<file path="config.mk">
export PLATFORM = sky130hd
export DESIGN_NAME = cycle_timing_monitor
export DESIGN_NICKNAME = d
export VERILOG_FILES = /design/src/rtl/ctm_pkg.sv /design/src/rtl/ctm_cycle_timer.sv /design/src/rtl/ctm_long_watch.sv /design/src/rtl/ctm_lost_detect.sv /design/src/rtl/cycle_timing_monitor.sv
export SDC_FILE = /design/constraint.sdc
export NUM_CORES = 1
export LEC_CHECK = 0
export BUFFER_PORTS_ARGS = -buffer_cell sky130_fd_sc_hd__buf_2
export CAP_MARGIN = 10
export CORE_ASPECT_RATIO = 1.75
export CORE_MARGIN = 1
export CORE_UTILIZATION = 55
export DETAILED_ROUTE_END_ITERATION = 12
export GPL_TIMING_DRIVEN = 0
export PLACE_DENSITY_LB_ADDON = 0.12
export SLEW_MARGIN = 40
export SYNTH_ARGS = -nofsm -noshare
export SYNTH_HDL_FRONTEND = slang
export SYNTH_SLANG_ARGS = --single-unit
export TNS_END_PERCENT = 10
</file>
<file path="constraint.sdc">
create_clock -name clk -period 3.6 [get_ports clk]
set_clock_uncertainty 0.2 [all_clocks]
set_input_delay 0.72 -clock clk [delete_from_list [all_inputs] [get_ports clk]]
set_output_delay 0.72 -clock clk [all_outputs]
set_load 0.01 [all_outputs]
</file>
<file path="src/rtl/ctm_pkg.sv">
package ctm_pkg;

    typedef enum logic [1:0] {
        LS_IDLE  = 2'd0,
        LS_ARMED = 2'd1,
        LS_GAP   = 2'd2
    } lost_state_e;

endpackage

</file>
<file path="src/rtl/ctm_cycle_timer.sv">
module ctm_cycle_timer #(
    parameter int OFF_LIMIT = 3072,
    parameter int CNT_LIMIT = 8000,
    parameter int CNT_W     = 13,
    parameter int SEC_W     = 7
) (
    input  logic             clk,
    input  logic             rst_n,
    input  logic             tick_i,
    input  logic             load_i,
    input  logic [CNT_W-1:0] load_val_i,
    output logic [CNT_W-1:0] count_o,
    output logic             sync_o,
    output logic             sec64_o
);
    localparam int OFF_W = $clog2(OFF_LIMIT);
    localparam logic [OFF_W-1:0] OFF_LAST = OFF_W'(OFF_LIMIT - 1);
    localparam logic [CNT_W-1:0] CNT_LAST = CNT_W'(CNT_LIMIT - 1);

    typedef struct packed {
        logic [OFF_W-1:0] offset;
        logic [CNT_W-1:0] count;
        logic [SEC_W-1:0] secs;
        logic             sync;
        logic             sec64;
    } tmr_t;

    tmr_t tmr_d, tmr_q;

    always_comb begin
        tmr_d       = tmr_q;
        tmr_d.sync  = 1'b0;
        tmr_d.sec64 = 1'b0;
        if (tick_i) begin
            if (tmr_q.offset == OFF_LAST) begin
                tmr_d.offset = '0;
                if (tmr_q.count == CNT_LAST) begin
                    tmr_d.count = '0;
                    tmr_d.secs  = tmr_q.secs + 1'b1;
                end else begin
                    tmr_d.count = tmr_q.count + 1'b1;
                end
            end else begin
                tmr_d.offset = tmr_q.offset + 1'b1;
            end
        end
        if (load_i) begin
            tmr_d.count = load_val_i;
        end
        tmr_d.sync  = tmr_d.count[0] ^ tmr_q.count[0];
        tmr_d.sec64 = tmr_d.secs[SEC_W-1] ^ tmr_q.secs[SEC_W-1];
    end

    always_ff @(posedge clk) begin
        if (!rst_n) begin
            tmr_q <= '0;
        end else begin
            tmr_q <= tmr_d;
        end
    end

    assign count_o = tmr_q.count;
    assign sync_o  = tmr_q.sync;
    assign sec64_o = tmr_q.sec64;

    // a tick below the last offset moves the offset up by exactly one
    a_r1_offset_step: assert property (@(posedge clk) disable iff (!rst_n)
        (tick_i && tmr_q.offset != OFF_LAST) |=> tmr_q.offset == $past(tmr_q.offset) + 1'b1);

    // with neither tick nor load, the cycle number holds
    a_r2_count_hold: assert property (@(posedge clk) disable iff (!rst_n)
        (!tick_i && !load_i) |=> $stable(tmr_q.count));

    // a sync pulse always has a tick or a load behind it
    a_r3_sync_cause: assert property (@(posedge clk) disable iff (!rst_n)
        sync_o |-> $past(tick_i || load_i));

    // the top seconds bit only moves when the lower seconds bits are zero
    a_r4_sec64_boundary: assert property (@(posedge clk) disable iff (!rst_n)
        sec64_o |-> tmr_q.secs[SEC_W-2:0] == '0);

endmodule

</file>
<file path="src/rtl/ctm_long_watch.sv">
module ctm_long_watch #(
    parameter int LONG_TICKS = 2888
) (
    input  logic clk,
    input  logic rst_n,
    input  logic tick_i,
    input  logic master_i,
    input  logic tx_start_i,
    input  logic sub_gap_i,
    output logic too_long_o
);
    localparam int LT_W = $clog2(LONG_TICKS + 1);
    localparam logic [LT_W-1:0] LT_LAST = LT_W'(LONG_TICKS - 1);

    typedef struct packed {
        logic            active;
        logic [LT_W-1:0] ticks;
        logic            fire;
    } lw_t;

    lw_t lw_d, lw_q;

    always_comb begin
        lw_d      = lw_q;
        lw_d.fire = 1'b0;
        if (!master_i) begin
            lw_d.active = 1'b0;
            lw_d.ticks  = '0;
        end else if (tx_start_i) begin
            lw_d.active = 1'b1;
            lw_d.ticks  = '0;
        end else if (lw_q.active) begin
            if (sub_gap_i) begin
                lw_d.active = 1'b0;
            end else if (tick_i) begin
                if (lw_q.ticks == LT_LAST) begin
                    lw_d.fire   = 1'b1;
                    lw_d.active = 1'b0;
                end else begin
                    lw_d.ticks = lw_q.ticks + 1'b1;
                end
            end
        end
    end

    always_ff @(posedge clk) begin
        if (!rst_n) begin
            lw_q <= '0;
        end else begin
            lw_q <= lw_d;
        end
    end

    assign too_long_o = lw_q.fire;

    // the too-long event is a single pulse per started cycle
    a_r7_single_pulse: assert property (@(posedge clk) disable iff (!rst_n)
        too_long_o |=> !too_long_o);

    // the watch is idle whenever this node is not cycle master
    a_r9_idle_slave: assert property (@(posedge clk) disable iff (!rst_n)
        !master_i |=> (!lw_q.active && !too_long_o));

    // a subaction gap during a running watch stops it without an event
    a_r8_gap_cancels: assert property (@(posedge clk) disable iff (!rst_n)
        (lw_q.active && sub_gap_i && !tx_start_i) |=> !too_long_o);

endmodule

</file>
<file path="src/rtl/ctm_lost_detect.sv">
module ctm_lost_detect
    import ctm_pkg::*;
(
    input  logic clk,
    input  logic rst_n,
    input  logic sync_i,
    input  logic cyc_start_i,
    input  logic sub_gap_i,
    input  logic arb_gap_i,
    output logic lost_o
);
    typedef struct packed {
        lost_state_e st;
        logic        lost;
    } ld_t;

    ld_t ld_d, ld_q;

    always_comb begin
        ld_d      = ld_q;
        ld_d.lost = 1'b0;
        if (sync_i) begin
            ld_d.st = LS_ARMED;
        end else begin
            unique case (ld_q.st)
                LS_ARMED: begin
                    if (cyc_start_i) begin
                        ld_d.st = LS_IDLE;
                    end else if (arb_gap_i) begin
                        ld_d.st   = LS_IDLE;
                        ld_d.lost = 1'b1;
                    end else if (sub_gap_i) begin
                        ld_d.st = LS_GAP;
                    end
                end
                LS_GAP: begin
                    if (cyc_start_i) begin
                        ld_d.st = LS_IDLE;
                    end else if (arb_gap_i || sub_gap_i) begin
                        ld_d.st   = LS_IDLE;
                        ld_d.lost = 1'b1;
                    end
                end
                default: ld_d.st = LS_IDLE;
            endcase
        end
    end

    always_ff @(posedge clk) begin
        if (!rst_n) begin
            ld_q <= '{st: LS_IDLE, lost: 1'b0};
        end else begin
            ld_q <= ld_d;
        end
    end

    assign lost_o = ld_q.lost;

    // a lost event only comes out of an armed detector
    a_r12_from_armed: assert property (@(posedge clk) disable iff (!rst_n)
        lost_o |-> $past(ld_q.st != LS_IDLE));

    // in idle, gaps never produce a lost event
    a_r12_idle_quiet: assert property (@(posedge clk) disable iff (!rst_n)
        (ld_q.st == LS_IDLE && !sync_i) |=> !lost_o);

    // an arbitration reset gap while armed always reports a lost cycle
    a_r11_arb_lost: assert property (@(posedge clk) disable iff (!rst_n)
        (ld_q.st != LS_IDLE && !sync_i && !cyc_start_i && arb_gap_i) |=> lost_o);

endmodule

</file>
<file path="src/rtl/cycle_timing_monitor.sv">
module cycle_timing_monitor #(
    parameter int OFF_LIMIT  = 3072,
    parameter int CNT_LIMIT  = 8000,
    parameter int CNT_W      = 13,
    parameter int SEC_W      = 7,
    parameter int LONG_TICKS = 2888
) (
    input  logic             clk,
    input  logic             rst_n,
    input  logic             tick_i,
    input  logic             cyc_master_i,
    input  logic             cs_rx_i,
    input  logic [CNT_W-1:0] cs_rx_count_i,
    input  logic             cs_tx_start_i,
    input  logic             sub_gap_i,
    input  logic             arb_gap_i,
    output logic             ev_too_long_o,
    output logic             ev_inconsistent_o,
    output logic             ev_lost_o,
    output logic             ev_sync_o,
    output logic             ev_sec64_o
);
    logic [CNT_W-1:0] cycle_count;
    logic             load_en;
    logic             sync_ev;
    logic             incons_d, incons_q;

    assign load_en = cs_rx_i && !cyc_master_i;

    ctm_cycle_timer #(
        .OFF_LIMIT (OFF_LIMIT),
        .CNT_LIMIT (CNT_LIMIT),
        .CNT_W     (CNT_W),
        .SEC_W     (SEC_W)
    ) u_timer (
        .clk        (clk),
        .rst_n      (rst_n),
        .tick_i     (tick_i),
        .load_i     (load_en),
        .load_val_i (cs_rx_count_i),
        .count_o    (cycle_count),
        .sync_o     (sync_ev),
        .sec64_o    (ev_sec64_o)
    );

    ctm_long_watch #(
        .LONG_TICKS (LONG_TICKS)
    ) u_long (
        .clk        (clk),
        .rst_n      (rst_n),
        .tick_i     (tick_i),
        .master_i   (cyc_master_i),
        .tx_start_i (cs_tx_start_i),
        .sub_gap_i  (sub_gap_i),
        .too_long_o (ev_too_long_o)
    );

    ctm_lost_detect u_lost (
        .clk         (clk),
        .rst_n       (rst_n),
        .sync_i      (sync_ev),
        .cyc_start_i (cs_rx_i || cs_tx_start_i),
        .sub_gap_i   (sub_gap_i),
        .arb_gap_i   (arb_gap_i),
        .lost_o      (ev_lost_o)
    );

    always_comb begin
        incons_d = cs_rx_i && (cs_rx_count_i != cycle_count);
    end

    always_ff @(posedge clk) begin
        if (!rst_n) begin
            incons_q <= 1'b0;
        end else begin
            incons_q <= incons_d;
        end
    end

    assign ev_inconsistent_o = incons_q;
    assign ev_sync_o         = sync_ev;

    // a mismatch pulse always follows a received cycle start
    a_r5_needs_rx: assert property (@(posedge clk) disable iff (!rst_n)
        ev_inconsistent_o |-> $past(cs_rx_i));

    // as cycle master, a received cycle start does not move the cycle number
    a_r6_master_no_load: assert property (@(posedge clk) disable iff (!rst_n)
        (cs_rx_i && cyc_master_i && !tick_i) |=> $stable(cycle_count));

    // as non-master, a received cycle start takes effect on the next clock
    a_r6_slave_load: assert property (@(posedge clk) disable iff (!rst_n)
        load_en |=> cycle_count == $past(cs_rx_count_i));

endmodule

</file>
# After elaboration in Yosys (flattened, before gate mapping)
# Cells that the tools add are included.
op_classes:
  addsub: 4
  n_eq_ne: 10
  n_mux: 25
  bitwise: 8
  n_reduce_logical: 16
ops:
  columns: ["op", "count"]
  rows:
  - ["two-way mux 13 bit", 4]
  - ["two-way mux 20 bit", 2]
  - ["two-way mux 14 bit", 2]
  - ["adder 12 x 1 -> 12 bit (second input constant)", 2]
  - ["== test 12 bit (second input constant)", 2]
  - ["two-way mux 12 bit", 2]
  - ["adder 13 x 1 -> 13 bit (second input constant)", 1]
  - ["== test 13 bit (second input constant)", 1]
  - ["inequality test 13 bit", 1]
  - ["two-way mux 2 bit", 4]
  - ["AND reduction 2 bit", 4]
  - ["adder 7 x 1 -> 7 bit (second input constant)", 1]
  - ["two-way mux 1 bit", 7]
  - ["two-way mux 7 bit", 1]
  - ["inverter 1 bit", 6]
  - ["OR reduction 6 bit", 1]
  - ["inequality test 5 x 4 -> 1 bit (second input constant)", 1]
  - ["inequality test 4 x 2 -> 1 bit (second input constant)", 1]
  - ["inequality test 4 x 3 -> 1 bit (second input constant)", 1]
  - ["case mux 2 bit (2 select lines)", 1]
  - ["AND reduction 4 bit", 1]
  - ["nonzero test 2 bit", 2]
  - ["two-way mux 3 bit", 1]
  - ["inequality test 3 x 1 -> 1 bit (second input constant)", 1]
  - ["10 further kinds", 13]
totals:
  regBits: 52
  out_inout_bits: 5
  elab_cells: 77

# Logic depth before layout (Yosys ltp)
depth:
  depth_word: 6
  mapped_depth: 8

# Modules after synthesis
# Synthesis repeated with hierarchy kept, for this count alone.
unflattened:
  hier_cells: 350
  area_unflattened_um2: 2989.1
modules_own_cells:
  columns: ["module", "instances", "cells_per_inst", "area_each_um2"]
  rows:
  - ["ctm_cycle_timer", 1, 230, 1880.6]
  - ["ctm_long_watch", 1, 79, 729.4]
  - ["ctm_lost_detect", 1, 19, 192.7]
  - ["cycle_timing_monitor", 1, 22, 186.4]

# Least setup slack after synthesis
# No wires, ideal clock.
synth_path:
  path_type: "input to register"
  startpoint: "input port tick_i"
  endpoint: "register u_long.lw_q[6] in the netlist's numbering"
  arrival_time_ns: 1.820
  slack_ns: 1.452
  stages: 6
  cell_sequence: "clkbuf_1 > nand3b_1 > a41oi_1 > nand4_1 > xor2_1 > nor2_1"
synth_between:
  elab_chain_cells: 1
synth_lines:
  columns: ["item", "line_no", "text"]
  rows:
  - ["start: declaration", "cycle_timing_monitor.sv:10", "input logic tick_i,"]
  - ["AND reduction 4 bit (no source line)", null, null]
  - ["end signal: assignment", "ctm_long_watch.sv:50", "lw_q <= lw_d;"]
  - ["end: declaration", "ctm_long_watch.sv:21", "lw_t lw_d, lw_q;"]
# Every way passes these cells.
# A chain may end at the register's enable or synchronous reset.

# Worst setup path after layout
layout_path:
  startpoint: "register u_timer.tmr_q (netlist bit u_timer.count_o[1])"
  endpoint: "register u_timer.tmr_q (netlist bit u_timer.count_o[9])"
layout_between:
  elab_chain_cells: 5
  elab_cells_between_ends: 6
  cone_classes: "add/sub: 1; eq/ne: 1; mux: 4"
layout_lines:
  columns: ["item", "line_no", "text"]
  rows:
  - ["start: declaration", "ctm_cycle_timer.sv:28", "tmr_t tmr_d, tmr_q;"]
  - ["start signal: assignment", "ctm_cycle_timer.sv:58", "tmr_q <= tmr_d;"]
  - ["adder 13 x 1 -> 13 bit or == test 13 bit (tied branches)", "ctm_cycle_timer.sv:41, ctm_cycle_timer.sv:37", null]
  - ["two-way mux 13 bit (*)", "ctm_cycle_timer.sv:37", "if (tmr_q.count == CNT_LAST) begin"]
  - ["two-way mux 20 bit (*)", "ctm_cycle_timer.sv:35", "if (tmr_q.offset == OFF_LAST) begin"]
  - ["two-way mux 20 bit (*)", "ctm_cycle_timer.sv:34", "if (tick_i) begin"]
  - ["two-way mux 13 bit (*)", "ctm_cycle_timer.sv:47", "if (load_i) begin"]
# Every way passes the cells marked *; elsewhere a longest branch is shown, timed or not. The select of a mux whose other input is x is not followed.

==> results.md <==
* DRT iter0 DRCs at 63
* Routed Antenna Nets at 0
* Initial antenna violation count at 0
* Seq/Total Area, Yosys at 38.1%
* Worst Path Arrival at 2.50 ns
* Drt pass-1 iters at 4
* Syn_area_per_cell at 8.20 um2
* GRT overflow at 0
* DR vias/cell at 5.92
* Least-Margin Pin Slew at 0.621 ns
* Unrepaired setup endpoints after global routing: no
* Final cell count without fillers at 411
* Peak VDD IR at 0.329 mV
* Worst slew margin at 58.1%
* Initial core utilization at 57.4%
* Dpl hpwl at 4430 um
* Die area at 5170 um2
* Slowest stage cell, crit path: nor4_4
* Clock Sinks at 51
* Sw frac at 22.1%
* First-pass GRT wire length at 9890 um
* Fin crit period at 2.51 ns
* Number of global-route vias before repair at 2257
* CTS HTree Levels at 2
* Placer Congestion at 0.834
* Overall Power at 0.00114 W
* Status: complete, no violations
* Max clock buf depth at 2
* Root buffer selected by CTS: clkbuf_8
* Post-CTS Setup Bufs at 0
* Core area at 4670 um2
* Critical Path Fanout Max at 10
* GRT Util Overall at 26.0%
* Worst Hold Slack at 0.284 ns
* Fillcell total at 440
* Cell variety after synth at 45
* Post-Syn Instances at 327
* Final Slew Violations at 0
* Synthesized netlist net count at 354
* CTS buffer count at 5
* Final setup viols at 0
* Hold WC Path Type: register to register
* P_int at 0.000890 W
* Cell count after placement at 403
* Critical path required time at 3.58 ns
* Crit start category: register
* Cts repair resizes at 0
* PD cells at 380 nW/um2
* Crit path kind: register to register
* Async S/R FF share, synth at 0%
* Tcrit/Tclk final at 69.8%
* Chip width at 54.8 um
* FF+latch count, synth at 51
* Synthesized area at 2680 um2
* Hold Buf Count CTS at 0
* Layout cells sized above 1 at 11.7%
* Final core occ at 64.4%
* Switching power at 0.000252 W
* Setup_tns at 0 ns
* Ys Warns at 0
* Area growth syn-to-layout at 12.2%
* # rows at 33
* Max Fclk at 398 MHz
* Critical-path cell list: ha_1 > nand3_2 > nor4_4 > buf_4 > nor2_1 > a221oi_1 > nor2_1
* CTS tree: yes
* Chip Height at 94.3 um
* Seq pwr share at 51.4%
* Buffers on Ports at 24
* DRC at 0
* Final hold violation count at 0
* IO Count at 26
* Nets at 385
* Largest net degree at the start of global routing at 16
* Vias at 2434
* Pleak at 1.11 nW
* Max Cap Viol at 0
* Logic gate share of total power at 7.7%
* Diode count at 0
* Wire length per cell at 14.6 um
* Clock slew at reported path FFs at 0.09 ns
* Crit end category: register
* Power share of the clock group at 40.8%
* CP dominant cell by count: nor2_1
* Detailed Route WL at 6020 um
* Dominant synthesized flop cell: dfxtp_1
* Number of synthesized flops with an enable pin at 0
* Crit-path max cell delay at 0.47 ns
* R2r setup slk at 1.09 ns
* Clock insertion delay at the later pin of the skew report at 0.31 ns
==> sequential cells by signal, indices dropped and copies added, names as in the netlist <==
register           flops
u_timer.tmr_q         18
u_timer.sync_o         1
u_timer.count_o       13
u_timer.sec64_o        1
u_long.lw_q           13
u_lost.ld_q            2
ev_inconsistent_o      1
u_lost.lost_o          1
u_long.too_long_o      1
==> placed cells by master, fill, tap and decap left out, types with 2 or more instances in the layout <==
master,instances
dfxtp_1,51
nor2_1,45
nand2_1,29
xor2_1,27
buf_2,26
nand3_1,17
nand4_1,15
xnor2_1,15
clkbuf_1,13
a21oi_1,13
o21ai_0,12
and3_1,10
nor3_1,9
inv_1,7
nor4_1,6
ha_1,6
and2_1,5
a31oi_1,5
clkbuf_8,5
a211oi_1,4
a22oi_1,4
nand2b_1,3
and4_1,3
mux2i_1,3
nor2b_1,2
nor4_4,2
or3_1,2
bufinv_16,2
==> cells by family (layout without fill, tap and decap cells) <==
family	count (synthesis)	in the layout	synth area share (%)
simple gates	157	157	30.3
flops	51	51	38.1
compound gates	44	44	10.0
xor+xnor	42	42	13.7
buf+inv	23	55	3.50
fa+ha+maj	6	6	2.80
mux	4	4	1.54
==> worst max-delay path, delay by kind of cell, from the launching register on <==
kind,cells,cell delay (ns)
AOI/OAI and AO/OA,1,0.41
buffers and inverters,1,0.24
adders and majority gates,1,0.23
and+or+nand+nor,4,0.87
DFF,1,0.42
==> metal layers <==
metal	up-vias	share of wire (%)	global-route usage (%)
li1	1208	-	-
met1	1150	40	28.6
met2	65	53	47.1
met3	11	3.8	4.03
met4	0	2.3	9.19
met5	-	0	0
==> power groups by stage <==
stage	Combinational, W	Clock, W	Sequential (W)
4_1_cts	0.0000883	0.000474	0.000587
6_report	0.0000884	0.000466	0.000587
3_3_place_gp	0.0000858	0	0.000599
5_1_grt	0.0000989	0.000499	0.000589
3_5_place_dp	0.0000875	0	0.000600
2_1_floorplan	0.0000554	0	0.000598
==> area by class of cell <==
cell class / instances / area [um2] / share of cell area (%)
Buffer: 16 / 67.6 / 2.25
Timing Repair Buffer: 24 / 120 / 4.00
Multi-Input combinational cell: 253 / 1570 / 52.4
Inverter: 7 / 26.3 / 0.874
Clock buffer: 6 / 72.6 / 2.41
Clock inverter: 2 / 60.1 / 2.00
Tap cell: 52 / 65.1 / 2.16
Sequential cell: 51 / 1020 / 34.0
==> cells in the mapped netlist, types with 2 or more instances <==
library cell / number / share of area, %
a22oi_1: 4 / 1.1
and4_1: 3 / 0.98
xnor2_1: 15 / 4.9
nand3_1: 17 / 3.2
xor2_1: 27 / 8.8
inv_1: 7 / 0.98
buf_2: 2 / 0.37
and3_1: 10 / 2.3
a21oi_1: 13 / 2.4
nor2b_1: 2 / 0.47
clkbuf_1: 12 / 1.7
ha_1: 6 / 2.8
nor3_1: 9 / 1.7
a31oi_1: 5 / 1.2
nand2_1: 29 / 4.1
nand4_1: 15 / 3.5
o21ai_0: 12 / 2.2
or3_1: 2 / 0.47
a211oi_1: 4 / 1.1
nor2_1: 45 / 6.3
dfxtp_1: 51 / 38
and2_1: 5 / 1.2
nand2b_1: 3 / 0.70
nor4_1: 6 / 1.4
mux2i_1: 3 / 1.1
==> metrics by stage <==
step / cell area (um2) / worst slack, ns
floorplan: 2680 / 1.45
global placement: 2870 / 0.871
detailed placement: 2870 / 0.831
CTS: 3000 / 1.11
global route: 3010 / 0.895
finish: 3010 / 1.09
==> path summary, 6_finish.rpt <==
check / depth (start not counted) / end / startpoint
worst max-delay path: 7 / u_timer.count_o[9] / u_timer.count_o[1]
worst min-delay path: 2 / u_timer.tmr_q[3] / u_timer.tmr_q[3]
worst max register to register: 7 / u_timer.count_o[9] / u_timer.count_o[1]
worst min register to register: 2 / u_timer.tmr_q[3] / u_timer.tmr_q[3]
Power figures use the tool's default switching activity.
